## src/rtl/irq_collector_pkg.sv

```systemverilog
package irq_collector_pkg;
  // register layout (byte offsets)
  localparam int CAUSE_BASE   = 'h00;
  localparam int MASK_BASE    = 'h20;
  localparam int DOORBELL_OFF = 'h30;
  localparam int WORD_BYTES   = 4;
endpackage

```

## src/rtl/irq_collector_decode.sv

```systemverilog
module irq_collector_decode
  import irq_collector_pkg::*;
#(
  parameter int NUM_SRC = 64,
  parameter int REG_W   = 32,
  parameter int ADDR_W  = 8
) (
  input  logic              bus_wr,
  input  logic [ADDR_W-1:0] bus_addr,
  input  logic [REG_W-1:0]  bus_wdata,
  output logic [NUM_SRC-1:0] clr_vec,
  output logic [NUM_SRC-1:0] db_set,
  output logic [NUM_SRC/REG_W-1:0] mask_we
);
  localparam int NUM_REGS = NUM_SRC / REG_W;
  localparam int IDX_W    = $clog2(NUM_SRC);

  for (genvar k = 0; k < NUM_REGS; k++) begin : g_word
    logic cause_hit;
    assign cause_hit  = bus_wr && (bus_addr == ADDR_W'(CAUSE_BASE + WORD_BYTES * k));
    assign mask_we[k] = bus_wr && (bus_addr == ADDR_W'(MASK_BASE + WORD_BYTES * k));
    assign clr_vec[k*REG_W +: REG_W] = cause_hit ? bus_wdata : '0;
  end

  logic db_hit;
  assign db_hit = bus_wr && (bus_addr == ADDR_W'(DOORBELL_OFF));

  always_comb begin
    db_set = '0;
    if (db_hit && (bus_wdata < REG_W'(NUM_SRC)))
      db_set[bus_wdata[IDX_W-1:0]] = 1'b1;
  end
endmodule

```

## src/rtl/irq_collector_bank.sv

```systemverilog
module irq_collector_bank #(
  parameter int REG_W = 32
) (
  input  logic             clk,
  input  logic             rst,
  input  logic [REG_W-1:0] set_i,
  input  logic [REG_W-1:0] clr_i,
  input  logic             mask_we_i,
  input  logic [REG_W-1:0] wdata_i,
  output logic [REG_W-1:0] cause_o,
  output logic [REG_W-1:0] mask_o
);
  always_ff @(posedge clk) begin
    if (rst) begin
      cause_o <= '0;
      mask_o  <= '1;
    end else begin
      // a set in the same cycle as a clear wins
      cause_o <= (cause_o & ~clr_i) | set_i;
      if (mask_we_i)
        mask_o <= wdata_i;
    end
  end
endmodule

```

## src/rtl/irq_collector_merge.sv

```systemverilog
module irq_collector_merge #(
  parameter int NUM_SRC = 64
) (
  input  logic               clk,
  input  logic               rst,
  input  logic [NUM_SRC-1:0] cause_i,
  input  logic [NUM_SRC-1:0] mask_i,
  output logic               irq_o
);
  always_ff @(posedge clk) begin
    if (rst) irq_o <= 1'b0;
    else     irq_o <= |(cause_i & ~mask_i);
  end
endmodule

```

## src/rtl/irq_collector_readback.sv

```systemverilog
module irq_collector_readback
  import irq_collector_pkg::*;
#(
  parameter int NUM_SRC = 64,
  parameter int REG_W   = 32,
  parameter int ADDR_W  = 8
) (
  input  logic               clk,
  input  logic               rst,
  input  logic               bus_rd,
  input  logic [ADDR_W-1:0]  bus_addr,
  input  logic [NUM_SRC-1:0] cause_i,
  input  logic [NUM_SRC-1:0] mask_i,
  output logic [REG_W-1:0]   rdata_o
);
  localparam int NUM_REGS = NUM_SRC / REG_W;

  logic [REG_W-1:0] rd_mux;

  always_comb begin
    rd_mux = '0;
    for (int k = 0; k < NUM_REGS; k++) begin
      if (bus_addr == ADDR_W'(CAUSE_BASE + WORD_BYTES * k))
        rd_mux = cause_i[k*REG_W +: REG_W];
      if (bus_addr == ADDR_W'(MASK_BASE + WORD_BYTES * k))
        rd_mux = mask_i[k*REG_W +: REG_W];
    end
  end

  always_ff @(posedge clk) begin
    if (rst)         rdata_o <= '0;
    else if (bus_rd) rdata_o <= rd_mux;
  end
endmodule

```

## src/rtl/irq_collector.sv

```systemverilog
module irq_collector #(
  parameter int NUM_SRC   = 64,
  parameter int REG_W     = 32,
  parameter int NUM_WIRED = 21,
  parameter int ADDR_W    = 8
) (
  input  logic                 clk,
  input  logic                 rst,
  input  logic [NUM_WIRED-1:0] wired_irq,
  input  logic                 bus_wr,
  input  logic                 bus_rd,
  input  logic [ADDR_W-1:0]    bus_addr,
  input  logic [REG_W-1:0]     bus_wdata,
  output logic [REG_W-1:0]     bus_rdata,
  output logic                 irq_out
);
  localparam int NUM_REGS = NUM_SRC / REG_W;

  logic [NUM_SRC-1:0]  cause_q;
  logic [NUM_SRC-1:0]  mask_q;
  logic [NUM_SRC-1:0]  clr_vec;
  logic [NUM_SRC-1:0]  db_set;
  logic [NUM_SRC-1:0]  set_vec;
  logic [NUM_REGS-1:0] mask_we;

  irq_collector_decode #(
    .NUM_SRC(NUM_SRC), .REG_W(REG_W), .ADDR_W(ADDR_W)
  ) u_decode (
    .bus_wr(bus_wr), .bus_addr(bus_addr), .bus_wdata(bus_wdata),
    .clr_vec(clr_vec), .db_set(db_set), .mask_we(mask_we)
  );

  // wired levels are zero-extended into the full source space
  assign set_vec = NUM_SRC'(wired_irq) | db_set;

  for (genvar g = 0; g < NUM_REGS; g++) begin : g_bank
    irq_collector_bank #(.REG_W(REG_W)) u_bank (
      .clk(clk), .rst(rst),
      .set_i(set_vec[g*REG_W +: REG_W]),
      .clr_i(clr_vec[g*REG_W +: REG_W]),
      .mask_we_i(mask_we[g]),
      .wdata_i(bus_wdata),
      .cause_o(cause_q[g*REG_W +: REG_W]),
      .mask_o(mask_q[g*REG_W +: REG_W])
    );
  end

  irq_collector_merge #(.NUM_SRC(NUM_SRC)) u_merge (
    .clk(clk), .rst(rst), .cause_i(cause_q), .mask_i(mask_q), .irq_o(irq_out)
  );

  irq_collector_readback #(
    .NUM_SRC(NUM_SRC), .REG_W(REG_W), .ADDR_W(ADDR_W)
  ) u_readback (
    .clk(clk), .rst(rst), .bus_rd(bus_rd), .bus_addr(bus_addr),
    .cause_i(cause_q), .mask_i(mask_q), .rdata_o(bus_rdata)
  );
endmodule

```

## config.mk

```make
export PLATFORM = sky130hd
export DESIGN_NAME = irq_collector
export DESIGN_NICKNAME = d
export VERILOG_FILES = /design/src/rtl/irq_collector_pkg.sv /design/src/rtl/irq_collector_decode.sv /design/src/rtl/irq_collector_bank.sv /design/src/rtl/irq_collector_merge.sv /design/src/rtl/irq_collector_readback.sv /design/src/rtl/irq_collector.sv
export SDC_FILE = /design/constraint.sdc
export NUM_CORES = 1
export LEC_CHECK = 0
export ABC_AREA = 1
export BUFFER_PORTS_ARGS = -buffer_cell sky130_fd_sc_hd__buf_4
export CELL_PAD_IN_SITES_DETAIL_PLACEMENT = 0
export CELL_PAD_IN_SITES_GLOBAL_PLACEMENT = 2
export CORE_MARGIN = 3
export CORE_UTILIZATION = 32
export CTS_CLUSTER_SIZE = 24
export DETAILED_ROUTE_END_ITERATION = 16
export HOLD_SLACK_MARGIN = 0.08
export PLACE_DENSITY = 0.85
export RECOVER_POWER = 25
export SETUP_SLACK_MARGIN = 0.1
export SLEW_MARGIN = 15
export SYNTH_ARGS = -nofsm -noshare
export SYNTH_HDL_FRONTEND = slang
export SYNTH_SLANG_ARGS = --single-unit
```

## constraint.sdc

```tcl
create_clock -name clk -period 1.45 [get_ports clk]
set_clock_uncertainty 0.1 [all_clocks]
set_input_delay 0.2175 -clock clk [delete_from_list [all_inputs] [get_ports clk]]
set_output_delay 0.2175 -clock clk [all_outputs]
set_load 0.1 [all_outputs]
```

-- Word-level counts from Yosys, hierarchy flattened
Cells that the tools add are included.
- register bits: 161
- output and inout bits: 33
- word-level logic and storage cells: 40
- reduce and logical (&&, ||, !) cells: 9
- $lt $le $gt $ge: 3
- bitwise logic cells: 9
- mux-type cells: 9
- eq/ne operators: 4
- operators by type and width (kind ; count):
    $mux 32 ; 6
    $and 32x32->32 ; 2
    $and 64x64->64 ; 1
    $mux 64 ; 1
    $not 32->32 ; 2
    $not 64->64 ; 1
    $or 21x64->64 ; 1
    $or 32x32->32 ; 2
    $reduce_or 64->1 ; 1
    $lt 32x7->1 const B ; 1
    $eq 8x6->1 const B ; 3
    $eq 8x3->1 const B ; 1
    $logic_not 8->1 ; 1
    $logic_and 1x1->1 ; 7
    $lt 6x7->1 const B ; 1
    $demux 1 s6 ; 1
    $ge 6x1->1 const B ; 1
    $mux 1 ; 1

-- Depth between registers and ports, before layout
- word-level depth: 7
- depth in mapped cells: 10
- mapped depth without buffers: 9

-- Modules after synthesis
From an unflattened synthesis, not the netlist that was laid out.
- cells, all modules: 1527
- area total of the unflattened synthesis: 9465.3 µm²
- modules (own cells, without submodules) (module ; times used ; cells an instance ; area an instance (µm²) ; seq. area each (µm²)):
    irq_collector_bank ; 2 ; 304 ; 2434.8 ; 1281.2
    irq_collector_readback ; 1 ; 373 ; 2223.4 ; 640.6
    irq_collector_decode ; 1 ; 303 ; 1427.6 ; 0.0
    irq_collector_merge ; 1 ; 180 ; 708.2 ; 20.0
    irq_collector ; 1 ; 63 ; 236.5 ; 0.0

-- Worst setup path after synthesis
No wires, ideal clock.
- path type: register -> register
- start point: reg u_readback.rdata_o[31] (netlist name)
- end point: reg u_readback.rdata_o[31]
- data required time: 1.285 ns
- buffers on the path: 0
- clock period less this slack: 1.399 ns
- stages on the path, launching flop included: 3
- setup slack: 0.051 ns
- arrival: 1.234 ns
- cell sequence: dfxtp_1 -> o21ai_0 -> nor2_1
- RTL lines (what ; line ; source):
    end signal, assigned ; irq_collector_readback.sv:32 ; else if (bus_rd) rdata_o <= rd_mux;
    end, declared ; irq_collector_readback.sv:14 ; output logic [REG_W-1:0] rdata_o

-- Worst setup path in the final report
- start point: reg u_readback.rdata_o[20]
- end point: out bus_rdata[20]
- RTL lines (what ; line ; source):
    end, declared ; irq_collector.sv:14 ; output logic [REG_W-1:0] bus_rdata,
No word-level cell between the ends.

==> run_results.csv <==
group,metric,value,unit
cells_and_area,nNetsFinal,1504,
timing,fin_crit,1330,ps
yosys,synth_ff_type,"dfxtp_1",
routing,vias,8963,
cells_and_area,drive_gt1_frac,0.247,
yosys,synth.area.top_cells,"dfxtp_1 40%, nand2_1 9.9%, o21ai_0 9.6%, inv_1 7.4%, nand3_1 6.2%",
timing,rsz0062_at_grt,"yes",
routing,drtIter0Drc,831,
pwr,worst_ir_drop_vdd,0.521,mV
yosys,synth_top_cell_by_area,"dfxtp_1",
placement,preCtsSetupSlack,-377,ps
die,dieArea,0.0271,mm²
worst_setup_path,crit_required,1130,ps
global_routing,grt_pass1_wl,48.6,mm
worst_setup_path,crit_path_start_kind,"flop",
yosys,synth-edff-count,0,
cts,clkTransAtPathRegs,60,ps
global_routing,overflow,0,
worst_setup_path,crit_chain,"buf_12",
pwr,p_leak,0.00557,µW
timing,finalSetupViolCount,0,
timing,drv_slew,0,
timing,period_share,0.918,
cts,cts.sinks,161,
yosys,async_flop_share,0,
yosys,syn_inst,1181,
yosys,syn_nets,1246,
cts,cts_tree,"built",
yosys,yosys_register_bits,161,
cells_and_area,antenna_cells,0,
worst_setup_path,cpLargestDelayFamily,"flip-flops",
routing,drc,0,
timing,fin_ws,119,ps
timing,worst_pin_slew,380,ps
routing,avgRoutedWirePerCell,17.9,µm
die,die_h,165,µm
cts,htreeDepth,4,
timing,slew_headroom,0.745,
placement,globalplace.congestion,0.892,
timing,timing.fmax,751,MHz
cts,worstSkewPairLatency,440,ps
yosys,yosysMostFrequentCell,"nand2_1",
pwr,power_density,890,mW/mm²
placement,placed_area,0.0102,mm²
hold_path,min_path_type,"input port to flop",
cells_and_area,layoutNonFillerInstCount,1776,
worst_setup_path,crit_buf_inv,1,
cells_and_area,area.growth.synth_to_final,44.4,%
yosys,synth_top_area_frac,0.401,
placement,numPortBuffers,97,
die,die_w,165,µm
die,core.rowCount,57,
worst_setup_path,path_class,"flop to primary output",
placement,post-dp-hpwl,22.3,mm
timing,hold_violations,0,
run_status,status,"completed",
cells_and_area,design_area,0.0116,mm²
die,core,0.0245,mm²
job,cap_violations,0,
worst_setup_path,crit_path_top_delay_cell,"dfxtp_2",
routing,drt_first_pass_iters,5,
worst_setup_path,end_kind,"primary output",
routing,postRouteAntennaNets,0,
timing,hold_slack,102,ps
yosys,ys_warn_count,0,
worst_setup_path,cpPeakStageDelay,390,ps
routing,routed_wl,31.7,mm
yosys,synth.distinct_cells,27,
die,start_util,0.328,
worst_setup_path,arrival,1010,ps
yosys,synth.cells.most_frequent,"213 x nand2_1, 161 x dfxtp_1, 158 x inv_1",
cts,cts_max_path_buffers,2,
yosys,synth_seq_area_share,0.401,
global_routing,grt_pass1_vias,8531,
global_routing,grt_use_total,0.234,
placement,dp_cells,1688,
routing,avgViaCountPerCell,5.05,
die,io_pins,98,
yosys,syn_area_per_cell,6.81,µm²
worst_setup_path,critical_path_peak_fanout,2,
cts,tritoncts.num_buffers,17,
global_routing,grt_max_degree,61,
global_routing,antenna_found_initial,0,
cts,cts_root_buffer,"clkbuf_16",
yosys,syn-cell-area,0.00805,mm²
[cells by family (layout without fill, tap and decap cells)]
family / after synthesis / in the layout / synth area share
AOI/OAI and AO/OA: 308 / 308 / 0.211
DFF: 161 / 161 / 0.401
buffers and inverters: 235 / 506 / 0.122
and+or+nand+nor: 477 / 477 / 0.267
[registers in the layout, summed over array words and instances (netlist names)]
signal and flops:
u_readback.rdata_o 32, g_bank.u_bank.mask_o 64, g_bank.u_bank.cause_o 64, u_merge.irq_o 1
[cell usage in the layout, fill, tap and decap left out, drive strengths merged]
master | synthesis | final
a21oi | 84 | 84
buf | 37 | 248
bufinv | 0 | 1
clkbuf | 32 | 27
clkinv | 3 | 11
clkinvlp | 0 | 1
dfxtp | 161 | 161
dlygate4sd3 | 0 | 53
inv | 163 | 165
nand2 | 216 | 216
nand3 | 101 | 101
nand4 | 44 | 44
nor2 | 110 | 110
nor3 | 6 | 6
o211ai | 52 | 52
o21ai | 163 | 163
o21bai | 9 | 9
[worst paths after layout]
| kind | start | to | slack (ps) | depth (start not counted) |
|---|---|---|---|---|
| setup / recovery | u_readback.rdata_o[20] | bus_rdata[20] | 120 | 1 |
| hold / removal | bus_wdata[7] | g_bank[0].u_bank.mask_o[7] | 100 | 4 |
| setup reg to reg | g_bank[0].u_bank.mask_o[1] | u_merge.irq_o | 120 | 9 |
| hold reg to reg | g_bank[1].u_bank.cause_o[30] | g_bank[1].u_bank.cause_o[30] | 380 | 2 |
[worst reg2reg max path, cell delays in order (launching register included)]
cell and delay (ps):
dfxtp_2 330, inv_2 40, nand2_1 60, o21ai_2 60
nor2_1 120, nand2_2 120, nor2_4 150, nand2_1 60
nor2_1 100, nor2_1 60
[metal layers]
layer  global-route usage  part of all wire
met5                    0                 0
met4               0.0488             0.013
met3               0.0429             0.068
met2                0.365              0.44
met1                0.338              0.48
[layout make-up]
| cell class | count | area (µm²) |
|---|---|---|
| fill | 2519 | 12900 |
| multi-input combinational | 785 | 3880 |
| sequential | 161 | 3270 |
| timing repair buffer | 308 | 2890 |
| inverter | 166 | 623 |
| clock buffer | 20 | 447 |
| tap | 324 | 405 |
| clock inverter | 12 | 109 |
[stage by stage]
step                      setup TNS (ps)   util  total power (µW)
after floorplan                        0      -              5260
after global placement            -35390  0.416              5860
after detailed placement          -35030  0.416              5860
after CTS                              0  0.470             10400
after global routing                   0  0.474             10700
final                                  0  0.474             10300
[what timing repair did]
item	4_1_cts	5_1_grt
resized for setup	61	40
buffers inserted	0	1
hold buffers	53	0
cloned	0	2
setup endpoints to repair	37	42
pin swaps	0	23
endpoints found under the hold margin	69	0
[report_power, final]
part | total (µW) | internal, µW | leakage, µW | switching (µW)
Combinational | 1350 | 569 | 0.00397 | 785
Sequential | 4560 | 4500 | 0.00132 | 53.7
Clock | 4430 | 2420 | 0.000276 | 2010
Total | 10300 | 7490 | 0.00557 | 2850
No activity file was read; power rests on OpenSTA's default activity.
